File: config.mk
export PLATFORM = sky130hd
export DESIGN_NAME = thread_rank_gen
export DESIGN_NICKNAME = d
export VERILOG_FILES = /design/src/rtl/crg_pkg.sv /design/src/rtl/crg_rank_count.sv /design/src/rtl/crg_sched.sv /design/src/rtl/thread_rank_gen.sv
export SDC_FILE = /design/constraint.sdc
export NUM_CORES = 2
export LEC_CHECK = 0
export BUFFER_PORTS_ARGS = -buffer_cell sky130_fd_sc_hd__buf_2
export CAP_MARGIN = 20
export CELL_PAD_IN_SITES_DETAIL_PLACEMENT = 0
export CELL_PAD_IN_SITES_GLOBAL_PLACEMENT = 1
export CORE_UTILIZATION = 46
export CTS_CLUSTER_SIZE = 16
export DETAILED_ROUTE_END_ITERATION = 8
export PLACE_DENSITY = 0.78
export RECOVER_POWER = 25
export SLEW_MARGIN = 20
export SYNTH_ARGS = -nofsm -noshare
export SYNTH_HDL_FRONTEND = slang
export SYNTH_SLANG_ARGS = --single-unit
File: constraint.sdc
create_clock -name clk -period 32.6 [get_ports clk]
set_input_delay 6.52 -clock clk [delete_from_list [all_inputs] [get_ports clk]]
set_output_delay 6.52 -clock clk [all_outputs]
set_load 0.03 [all_outputs]
File: src/rtl/crg_pkg.sv
package crg_pkg;

  typedef enum logic [2:0] {
    ST_IDLE,
    ST_SORT,
    ST_WALK,
    ST_NICE,
    ST_POS,
    ST_PUB
  } crg_state_e;

  // Slot inside the heavy group for niceness position p under window w and offset s.
  function automatic int unsigned heavy_slot(int unsigned p, int unsigned w, int unsigned s);
    if (p < w) begin
      return (p >= s) ? (p - s) : (p + w - s);
    end
    return p;
  endfunction

endpackage

File: src/rtl/crg_rank_count.sv
// Counts the masked entries that order ahead of the selected entry
// (smaller value, or equal value with a lower index).
module crg_rank_count #(
  parameter int N = 8,
  parameter int W = 8
) (
  input  logic [N*W-1:0]         vals,
  input  logic [N-1:0]           mask,
  input  logic [$clog2(N)-1:0]   sel,
  output logic [$clog2(N)-1:0]   cnt
);
  localparam int IW = $clog2(N);

  logic [W-1:0] vsel;
  assign vsel = vals[sel*W +: W];

  always_comb begin
    cnt = '0;
    for (int j = 0; j < N; j++) begin
      if (mask[j] && (IW'(j) != sel)) begin
        if ((vals[j*W +: W] < vsel) || ((vals[j*W +: W] == vsel) && (IW'(j) < sel)))
          cnt = cnt + IW'(1);
      end
    end
  end
endmodule

File: src/rtl/crg_sched.sv
// Window/offset schedule for the heavy-group shuffle.
module crg_sched #(
  parameter int N = 8
) (
  input  logic                   clk,
  input  logic                   rst,
  input  logic                   restart,
  input  logic                   advance,
  input  logic [$clog2(N):0]     hcnt,
  output logic [$clog2(N):0]     win,
  output logic [$clog2(N)-1:0]   rot
);
  localparam int IW = $clog2(N);

  always_ff @(posedge clk) begin
    if (rst || restart) begin
      win <= (IW+1)'(1);
      rot <= '0;
    end else if (advance) begin
      if (((IW+1)'(rot) + (IW+1)'(1)) < win) begin
        rot <= rot + IW'(1);
      end else begin
        rot <= '0;
        win <= (win >= hcnt) ? (IW+1)'(1) : win + (IW+1)'(1);
      end
    end
  end

  assert_rot_in_window_R6: assert property (@(posedge clk) disable iff (rst)
    (((IW+1)'(rot) < win) && (win != '0)));

endmodule

File: src/rtl/thread_rank_gen.sv
module thread_rank_gen
  import crg_pkg::*;
#(
  parameter int N       = 8,
  parameter int MW      = 8,
  parameter int BWW     = 12,
  parameter int FW      = 8,
  parameter int QUANTUM = 512,
  parameter int SHUFFLE = 64
) (
  input  logic                        clk,
  input  logic                        rst,
  input  logic [FW-1:0]               thresh_i,
  input  logic [N*MW-1:0]             mpki_i,
  input  logic [N*BWW-1:0]            bw_i,
  input  logic [N*MW-1:0]             blp_i,
  input  logic [N*MW-1:0]             rbl_i,
  output logic [N*$clog2(N)-1:0]      rank_o,
  output logic                        rank_valid_o
);
  localparam int IW   = $clog2(N);
  localparam int KW   = IW + 1;
  localparam int SUMW = BWW + IW;
  localparam int PW   = SUMW + FW;
  localparam int QW   = $clog2(QUANTUM);
  localparam int SW   = $clog2(SHUFFLE);

  crg_state_e state;
  logic [QW-1:0]     qcnt;
  logic [SW-1:0]     scnt;
  logic [IW-1:0]     k;
  logic              k_last, q_start, shuf_adv, shuf_pub;

  logic [N*MW-1:0]   s_mpki, s_blp, s_rbl;
  logic [N*BWW-1:0]  s_bw;
  logic [FW-1:0]     s_thr;

  logic [IW-1:0]     mpos [N];
  logic [IW-1:0]     ord_id [N];
  logic [IW-1:0]     npos [N];
  logic [N-1:0]      light;
  logic [IW:0]       lcnt, hcnt;
  logic [SUMW-1:0]   sum_q, total, limit, cand;
  logic              open_q;
  logic [N*KW-1:0]   key;

  logic [IW-1:0]     mcnt, bcnt, rcnt, kcnt;
  logic [IW:0]       win;
  logic [IW-1:0]     rot;
  logic [N*IW-1:0]   compose;

  assign q_start  = (qcnt == '0);
  assign k_last   = (k == IW'(N-1));
  assign hcnt     = (IW+1)'(N) - lcnt;
  assign shuf_adv = (state == ST_IDLE) && (scnt == SW'(SHUFFLE-2)) && !q_start;
  assign shuf_pub = (state == ST_IDLE) && (scnt == SW'(SHUFFLE-1));

  // Budget for the light group from the sampled totals.
  always_comb begin
    total = '0;
    for (int i = 0; i < N; i++) total = total + SUMW'(s_bw[i*BWW +: BWW]);
  end
  assign limit = SUMW'((PW'(s_thr) * PW'(total)) >> FW);
  assign cand  = sum_q + SUMW'(s_bw[ord_id[k]*BWW +: BWW]);

  // Shared position counters, one per ordering the phases need.
  crg_rank_count #(.N(N), .W(MW)) u_mpki_pos (
    .vals(s_mpki), .mask({N{1'b1}}), .sel(k), .cnt(mcnt));
  crg_rank_count #(.N(N), .W(MW)) u_blp_pos (
    .vals(s_blp), .mask(~light), .sel(k), .cnt(bcnt));
  crg_rank_count #(.N(N), .W(MW)) u_rbl_pos (
    .vals(s_rbl), .mask(~light), .sel(k), .cnt(rcnt));
  crg_rank_count #(.N(N), .W(KW)) u_nice_pos (
    .vals(key), .mask(~light), .sel(k), .cnt(kcnt));

  crg_sched #(.N(N)) u_sched (
    .clk(clk), .rst(rst), .restart(q_start), .advance(shuf_adv),
    .hcnt(hcnt), .win(win), .rot(rot));

  // Rank vector from the cluster split, the niceness order and the schedule.
  always_comb begin
    compose = '0;
    for (int i = 0; i < N; i++) begin
      if (light[i]) begin
        compose[i*IW +: IW] = mpos[i];
      end else begin
        compose[i*IW +: IW] = IW'(lcnt) +
          IW'(heavy_slot(int'(npos[i]), int'(win), int'(rot)));
      end
    end
  end

  always_ff @(posedge clk) begin
    if (rst) begin
      state        <= ST_IDLE;
      qcnt         <= '0;
      scnt         <= '0;
      k            <= '0;
      s_mpki       <= '0;
      s_blp        <= '0;
      s_rbl        <= '0;
      s_bw         <= '0;
      s_thr        <= '0;
      light        <= '0;
      lcnt         <= '0;
      sum_q        <= '0;
      open_q       <= 1'b0;
      key          <= '0;
      rank_o       <= '0;
      rank_valid_o <= 1'b0;
      for (int i = 0; i < N; i++) begin
        mpos[i]   <= '0;
        ord_id[i] <= '0;
        npos[i]   <= '0;
      end
    end else begin
      rank_valid_o <= 1'b0;
      qcnt <= (qcnt == QW'(QUANTUM-1)) ? '0 : qcnt + QW'(1);
      if (q_start) begin
        s_mpki <= mpki_i;
        s_blp  <= blp_i;
        s_rbl  <= rbl_i;
        s_bw   <= bw_i;
        s_thr  <= thresh_i;
        light  <= '0;
        lcnt   <= '0;
        sum_q  <= '0;
        open_q <= 1'b1;
        k      <= '0;
        state  <= ST_SORT;
      end else begin
        case (state)
          ST_SORT: begin
            mpos[k]      <= mcnt;
            ord_id[mcnt] <= k;
            k <= k_last ? '0 : k + IW'(1);
            if (k_last) state <= ST_WALK;
          end
          ST_WALK: begin
            if (open_q && (cand <= limit)) begin
              light[ord_id[k]] <= 1'b1;
              sum_q <= cand;
              lcnt  <= lcnt + (IW+1)'(1);
            end else begin
              open_q <= 1'b0;
            end
            k <= k_last ? '0 : k + IW'(1);
            if (k_last) state <= ST_NICE;
          end
          ST_NICE: begin
            key[k*KW +: KW] <= light[k] ? '0 : (KW'(N) + KW'(rcnt) - KW'(bcnt));
            k <= k_last ? '0 : k + IW'(1);
            if (k_last) state <= ST_POS;
          end
          ST_POS: begin
            npos[k] <= kcnt;
            k <= k_last ? '0 : k + IW'(1);
            if (k_last) state <= ST_PUB;
          end
          ST_PUB: begin
            rank_o       <= compose;
            rank_valid_o <= 1'b1;
            scnt         <= '0;
            state        <= ST_IDLE;
          end
          default: begin
            if (shuf_pub) begin
              rank_o       <= compose;
              rank_valid_o <= 1'b1;
              scnt         <= '0;
            end else begin
              scnt <= scnt + SW'(1);
            end
          end
        endcase
      end
    end
  end

  // ---------------- assertions ----------------
  logic [N-1:0] rank_hits;
  logic         light_first_ok;
  always_comb begin
    rank_hits      = '0;
    light_first_ok = 1'b1;
    for (int i = 0; i < N; i++) begin
      rank_hits[rank_o[i*IW +: IW]] = 1'b1;
      if (light[i] && ((IW+1)'(rank_o[i*IW +: IW]) >= lcnt)) light_first_ok = 1'b0;
      if (!light[i] && ((IW+1)'(rank_o[i*IW +: IW]) < lcnt)) light_first_ok = 1'b0;
    end
  end

  assert_rank_perm_R1: assert property (@(posedge clk) disable iff (rst)
    rank_valid_o |-> (&rank_hits));

  assert_light_first_R3: assert property (@(posedge clk) disable iff (rst)
    rank_valid_o |-> light_first_ok);

  assert_budget_R2: assert property (@(posedge clk) disable iff (rst)
    sum_q <= limit);

  assert_pulse_R8: assert property (@(posedge clk) disable iff (rst)
    rank_valid_o |=> !rank_valid_o);

  assert_hold_R8: assert property (@(posedge clk) disable iff (rst)
    !rank_valid_o |-> $stable(rank_o));

endmodule

# [Yosys cells after proc, flatten, opt, wreduce, memory -nomap -nowiden]
# Memories as Yosys holds them, arrays and structs flattened. A register that Yosys moved wholly into a read port is not among the register bits.
# Index checks and enable logic that the tools add are counted.
[totals] ff_bits=409 latchBits=0 ramBits=72 mem_bits_ro=0 in_bits=298 output_inout_bits=25 wordCells=499 mem_count=3
[mem_list] memory="mpos" depth=8 width=3 rd=8 rd_ports_with_merged_regs=0 wr=8 line_no="thread_rank_gen.sv:38" text="logic [IW-1:0] mpos [N];"
[mem_list] memory="npos" depth=8 width=3 rd=8 rd_ports_with_merged_regs=0 wr=8 line_no="thread_rank_gen.sv:40" text="logic [IW-1:0] npos [N];"
[mem_list] memory="ord_id" depth=8 width=3 rd=1 rd_ports_with_merged_regs=1 wr=8 line_no="thread_rank_gen.sv:39" text="logic [IW-1:0] ord_id [N];"
[classes] n_addsub=79 n_mul=2 n_div=0 magnitude_cmp=62 n_eq_ne=57 n_shift=7 muxes=165 n_bitwise=5 reduce_logical=100
[op_table] operator="$mux 3" count=114
[op_table] operator="$eq 8x8->1" count=24
[op_table] operator="$lt 8x8->1" count=24
[op_table] operator="$shiftx 64x7->8" count=3
[op_table] operator="$shiftx 96x8->12" count=1
[op_table] operator="$add 3x1->3 const B" count=30
[op_table] operator="$add 15x12->15" count=5
[op_table] operator="$add 3x3->3" count=16
[op_table] operator="$pmux 24 s2" count=1
[op_table] operator="$sub 3x3->3" count=16
[op_table] operator="$logic_and 1x1->1" count=45
[op_table] operator="$mux 1" count=40
[op_table] operator="$lt 4x4->1" count=9
[op_table] operator="$neg 5->34" count=1
[op_table] operator="$shift 4x34->32 const A" count=1
[op_table] operator="$shiftx 4x34->32" count=1
[op_table] operator="$logic_or 1x1->1" count=33
[op_table] operator="$bwmux 32" count=1
[op_table] operator="$eq 4x4->1" count=8
[op_table] operator="$lt 3x4->1" count=8
[op_table] operator="$shiftx 32x6->4" count=1
[op_table] operator="$ge 3x3->1" count=8
[op_table] operator="$mux 24" count=1
[op_table] operator="$mul 8x15->23" count=1
[op_table] operator="51 further kinds" count=85

# [Longest topological paths before layout]
[logic_depth] depth_word=32 ltp_mapped=48 ltp_nobuf=46

# [Modules after synthesis]
# Synthesis repeated with hierarchy kept, for this count alone.
[unflattened] hier_cells=4313 area_unflattened_um2=37801.3
[by_module_without_submodules] mod="thread_rank_gen" n_inst=1 cells_per_inst=3285 area_per_inst_um2=28557.4 seq_area_each_um2=10269.8
[by_module_without_submodules] mod="crg_rank_count (u_blp_pos ...)" n_inst=3 cells_per_inst=268 area_per_inst_um2=2414.8 seq_area_each_um2=0.0
[by_module_without_submodules] mod="crg_rank_count (u_nice_pos)" n_inst=1 cells_per_inst=163 area_per_inst_um2=1460.2 seq_area_each_um2=0.0
[by_module_without_submodules] mod="crg_sched" n_inst=1 cells_per_inst=61 area_per_inst_um2=539.3 seq_area_each_um2=140.1

# [Worst setup path after synthesis]
# No wires, ideal clock.
[synth_path] path_kind="register to register" start="register s_bw[2]" end="register lcnt[1]" setup_ns=0.070 arrival_time_ns=10.388 required_time_ns=32.530 slack_ns=22.141 path_stages_with_launch=44 n_path_buf=2 period_less_slack_ns=10.459 path_cell_list="dfxtp_1 fa_1 inv_1 fa_1 fa_1 fa_1 inv_1 ha_1 fa_1 a21o_1 a21oi_1 o21bai_1 a21oi_1 o21bai_1 a21oi_1 o21bai_1 a21oi_1 xnor2_1 [... 8 more ...] ha_1 a211o_1 a21oi_1 a31o_2 nor3_1 or3_1 xnor2_1 ha_1 a21o_1 a21o_1 a21oi_1 nand2_1 a211oi_1 o21a_1 clkbuf_1 buf_1 nand2_1 a21oi_1"
[synth_between] elab_chain_cells=11 word_cells_on_any_way=13 cone_classes="add/sub (8); mul (1); order compare (1); shift (1); reduce/logical (2)"
[synth_rtl] item="start, declared" line_no="thread_rank_gen.sv:35" text="logic [N*BWW-1:0] s_bw;"
[synth_rtl] item="start signal, assigned" line_no="thread_rank_gen.sv:123" text="s_bw <= bw_i;"
[synth_rtl] item="$add 12x12->13" line_no="thread_rank_gen.sv:61" text="for (int i = 0; i < N; i++) total = total + SUMW'(s_bw[i*BWW +: BWW]);"
[synth_rtl] item="$add 13x12->14" line_no="thread_rank_gen.sv:61"
[synth_rtl] item="$add 14x12->15" line_no="thread_rank_gen.sv:61"
[synth_rtl] item="$add 15x12->15 (4 in series)" line_no="thread_rank_gen.sv:61"
[synth_rtl] item="$mul 8x15->23" line_no="thread_rank_gen.sv:63" text="assign limit = SUMW'((PW'(s_thr) * PW'(total)) >> FW);"
[synth_rtl] item="$le 15x15->1 *" line_no="thread_rank_gen.sv:140" text="if (open_q && (cand <= limit)) begin"
[synth_rtl] item="$logic_and 1x1->1 *" line_no="thread_rank_gen.sv:140"
[synth_rtl] item="$reduce_and 2->1 (no source line) *"
[synth_rtl] item="end signal, assigned" line_no="thread_rank_gen.sv:143" text="lcnt <= lcnt + (IW+1)'(1);"
[synth_rtl] item="end, declared" line_no="thread_rank_gen.sv:42" text="logic [IW:0] lcnt, hcnt;"
# Mark *: on every way between the ends. The rest lies on a longest branch, timed or not.
# A chain may end at the register's enable or synchronous reset.

# [Final worst setup path]
[layout_path] start="input rst" end="register s_blp[47]"
[layout_rtl] item="start, declared" line_no="thread_rank_gen.sv:12" text="input logic rst,"
[layout_rtl] item="end signal, assigned" line_no="thread_rank_gen.sv:121" text="s_blp <= blp_i;"
[layout_rtl] item="end, declared" line_no="thread_rank_gen.sv:34" text="logic [N*MW-1:0] s_mpki, s_blp, s_rbl;"
# No word-level cell between the ends.

==> key figures <==
Setup path
  – CP Cell Sequence: clkbuf_1 -> clkbuf_1 -> buf_4 -> buf_4 -> a21oi_1
  – WS Path Type: input port to register
  – Delay-heaviest family, CP: buffers and inverters
  – R2r setup slk: 20.97 ns
  – WP data arrival: 14.23 ns
  – CP endpoint kind: register
  – Req. time, crit path: 33.07 ns
  – Crit path max fanout: 93
  – Worst Path Buf+Inv: 4
  – Slowest stage cell, crit path: clkbuf_1
  – Crit start category: input port
  – Largest stage delay on the critical path: 2.98 ns

Route
  – Initial DRC count: 2222
  – Vias per cell: 5.566
  – WL/cell: 20.24 microns
  – Post-Route WL: 112700 microns
  – DRT Pass-1 Iters: 6
  – Antenna viol nets, final: 0
  – Routed vias: 31.00k
  – Drc violations: 0

Pwr
  – PwrDens: 92.81 nW/um^2
  – Clock share of power: 18.1%
  – Internal: 1.954 mW
  – Peak supply drop: 0.3138 mV
  – Comb pwr share: 63.4%
  – Design Power: 3.795 mW
  – Switching part of the total: 48.52%
  – NetSw: 1.841 mW
  – Part of the power in registers: 18.5%
  – Leakage Power: 17.34 nW

Synth
  – Avg Cell Area, Syn: 8.521 sq um
  – Top post-synthesis cells by area: dfxtp_1, ha_1, fa_1, nand2_1, a21oi_1
  – Async SR Flop Fraction: 0%
  – Syn. warnings: 0
  – Netlist cell types: 96
  – Sequential-to-total area share from yosys stat: 28.60%
  – Prevailing post-synth register cell: dfxtp_1
  – Number of synthesized flops with an enable pin: 72
  – Area share of the largest cell type after synthesis: 22.66%
  – Synth Net Count: 5167
  – Flops & latches, synth: 484
  – Synth Cell Area: 36400 sq um
  – Synth area leader: dfxtp_1
  – Cells after Synth: 4272

Floorplanning
  – Area of the core: 77850 sq um
  – Initial Util: 46.76%
  – Boundary Pins: 323
  – Die Area: 80260 sq um
  – Die Ht: 283.3 microns
  – # rows: 102
  – Die X-Extent: 283.3 microns

STA
  – Worst slew margin: -170.4%
  – RSZ-0062 raised after global routing: false
  – Final Hold Fails: 0
  – Worst Tran Pin Value: 4.056 ns
  – Fmax: 72.65 MHz
  – Post-route clock period utilization: 42.22%
  – Count of final max-slew check failures: 251
  – Fin Clk Skew: 0.03804 ns
  – Setup violations, final: 0
  – Final TNS setup: 0 ns
  – Post-layout min period: 13.76 ns
  – Worst setup margin: 18.84 ns
  – Hold WS: 0.4560 ns

Clock network
  – CTS Sinks: 484
  – Post_cts resized: 0
  – Root Buffer: clkbuf_16
  – Worst skew pair latency: 0.63 ns
  – Clock transition at path regs: 0.06 ns
  – CTS tree: built
  – Num CTS Buffers: 56
  – CTS Hold Bufs: 0
  – H-tree depth: 2
  – Post-CTS Setup Bufs: 0
  – Max clock buf depth: 3

GRT
  – First-pass GRT wire length: 176500 microns
  – Total global-route track usage: 27.93%
  – Total gr overflow: 0
  – Vias in the first global route: 30.89k
  – Largest net degree at the start of global routing: 119
  – Initial antenna violation count: 1

Placement
  – Final HPWL DP: 85490 microns
  – Dpl ws: 21.01 ns
  – # port buffers: 322
  – Placed insts: 5463
  – GPL Wtd Cong: 0.8952

Finish
  – Final std cells w/o fill: 5569
  – Layout area overhead: 12.34%
  – Layout cells sized above 1: 12.54%
  – N_diodes: 0
  – Nets: 5378

Hold path
  – Worst min path class: register to register

Status
  – Failing checks: max-capacitance violations, max-slew violations
  – Outcome: complete, but fails checks

Job
  – Maxcap violations: 4
[cells by family after synthesis]
family	share of synthesized area, %
fa+ha+maj	24.27
xor+xnor	3.698
simple gates	18.84
mux	3.179
flops	28.60
compound gates	16.01
buf+inv	5.403
[stage by stage]
stage | util (%) | instance area [sq um]
after floorplan | - | 36400
after global placement | 49.92 | 38860
after detailed placement | 49.92 | 38860
after CTS | 52.52 | 40880
after global routing | 52.53 | 40890
final | 52.53 | 40890
[cell type report]
cell class,instances,area [sq um]
well taps,1040,1301
flip-flops and latches,484,10410
multi-input cells,3277,24120
inverters,304,1141
repair buffers,360,1901
clock buffers,77,1655
fillers,7550,36960
clock inverters,27,366.6
[metal layers]
layer  share of wire, %  global-route usage, %  vias to the layer above
met1                 43                  35.87                    14780
met2                 49                  48.55                      884
met3                5.1                  3.164                      201
met4                3.3                  9.378                        0
li1                   -                      -                    15130
met5                  0                      0                        -
[cell usage in the layout, fill, tap and decap left out, types with 15 or more instances in the layout]
master,n
xnor2_1,81
nor2_1,221
o21ai_0,106
nor3_1,52
dfxtp_1,410
and3_1,17
mux2_2,19
xor2_1,41
nand2_1,801
a211oi_1,37
clkbuf_16,60
fa_1,182
nand3_1,47
a221oi_1,19
o211ai_1,26
a21o_1,55
buf_2,321
and2_1,87
ha_1,415
o21a_1,25
mux2i_1,68
nand2b_1,59
o22ai_1,19
nor3_2,27
a21oi_1,467
or3_1,21
a31oi_1,15
a22oi_1,67
buf_4,32
edfxtp_1,72
inv_1,301
nand4_1,50
nor2b_1,48
[worst register-to-register path: cells and delay by family, from the launching register on]
kind | cells | cell delay [ns]
flops | 1 | 0.34
buf+inv | 5 | 0.25
simple gates | 4 | 0.70
compound gates | 18 | 4.32
fa+ha+maj | 12 | 5.43
xor+xnor | 2 | 0.46
[synth_stat cells, drive strengths merged (69+ instances only)]
library cell  count
edfxtp           72
mux2i            73
ha              415
xnor2            84
clkbuf          177
a21oi           467
fa              182
dfxtp           412
nor3             81
o21ai           114
nor2            227
and2             88
nand2           806
a22oi            69
inv             303
[power groups by stage]
stage,Combinational (mW),Sequential [mW],Clock (mW)
2_1_floorplan,1.82,0.688,0
3_3_place_gp,2.35,0.713,0
3_5_place_dp,2.39,0.714,0
4_1_cts,2.40,0.701,0.700
5_1_grt,2.71,0.706,0.724
6_report,2.40,0.702,0.689
[registers in the layout (all words and copies together), names as in the netlist, 3 cells and up, named ones only]
| register | cells |
|---|---|
| u_sched.rot | 3 |
| npos | 24 |
| state | 3 |
| qcnt | 9 |
| s_mpki | 64 |
| s_bw | 96 |
| rank_o | 24 |
| light | 8 |
| key | 32 |
| s_rbl | 64 |
| s_thr | 8 |
| scnt | 6 |
| u_sched.win | 4 |
| s_blp | 64 |
| lcnt | 4 |
| mpos | 24 |
| sum_q | 15 |
| k | 3 |
| ord_id | 24 |
[path summary, 6_finish.rpt]
kind         startpoint   endpoint  depth (start not counted)
max                 rst  s_blp[47]                          5
min            s_bw[77]   s_bw[77]                          2
max reg2reg     s_bw[2]  sum_q[12]                         41
min reg2reg    s_bw[77]   s_bw[77]                          2
Power figures use the tool's default switching activity.
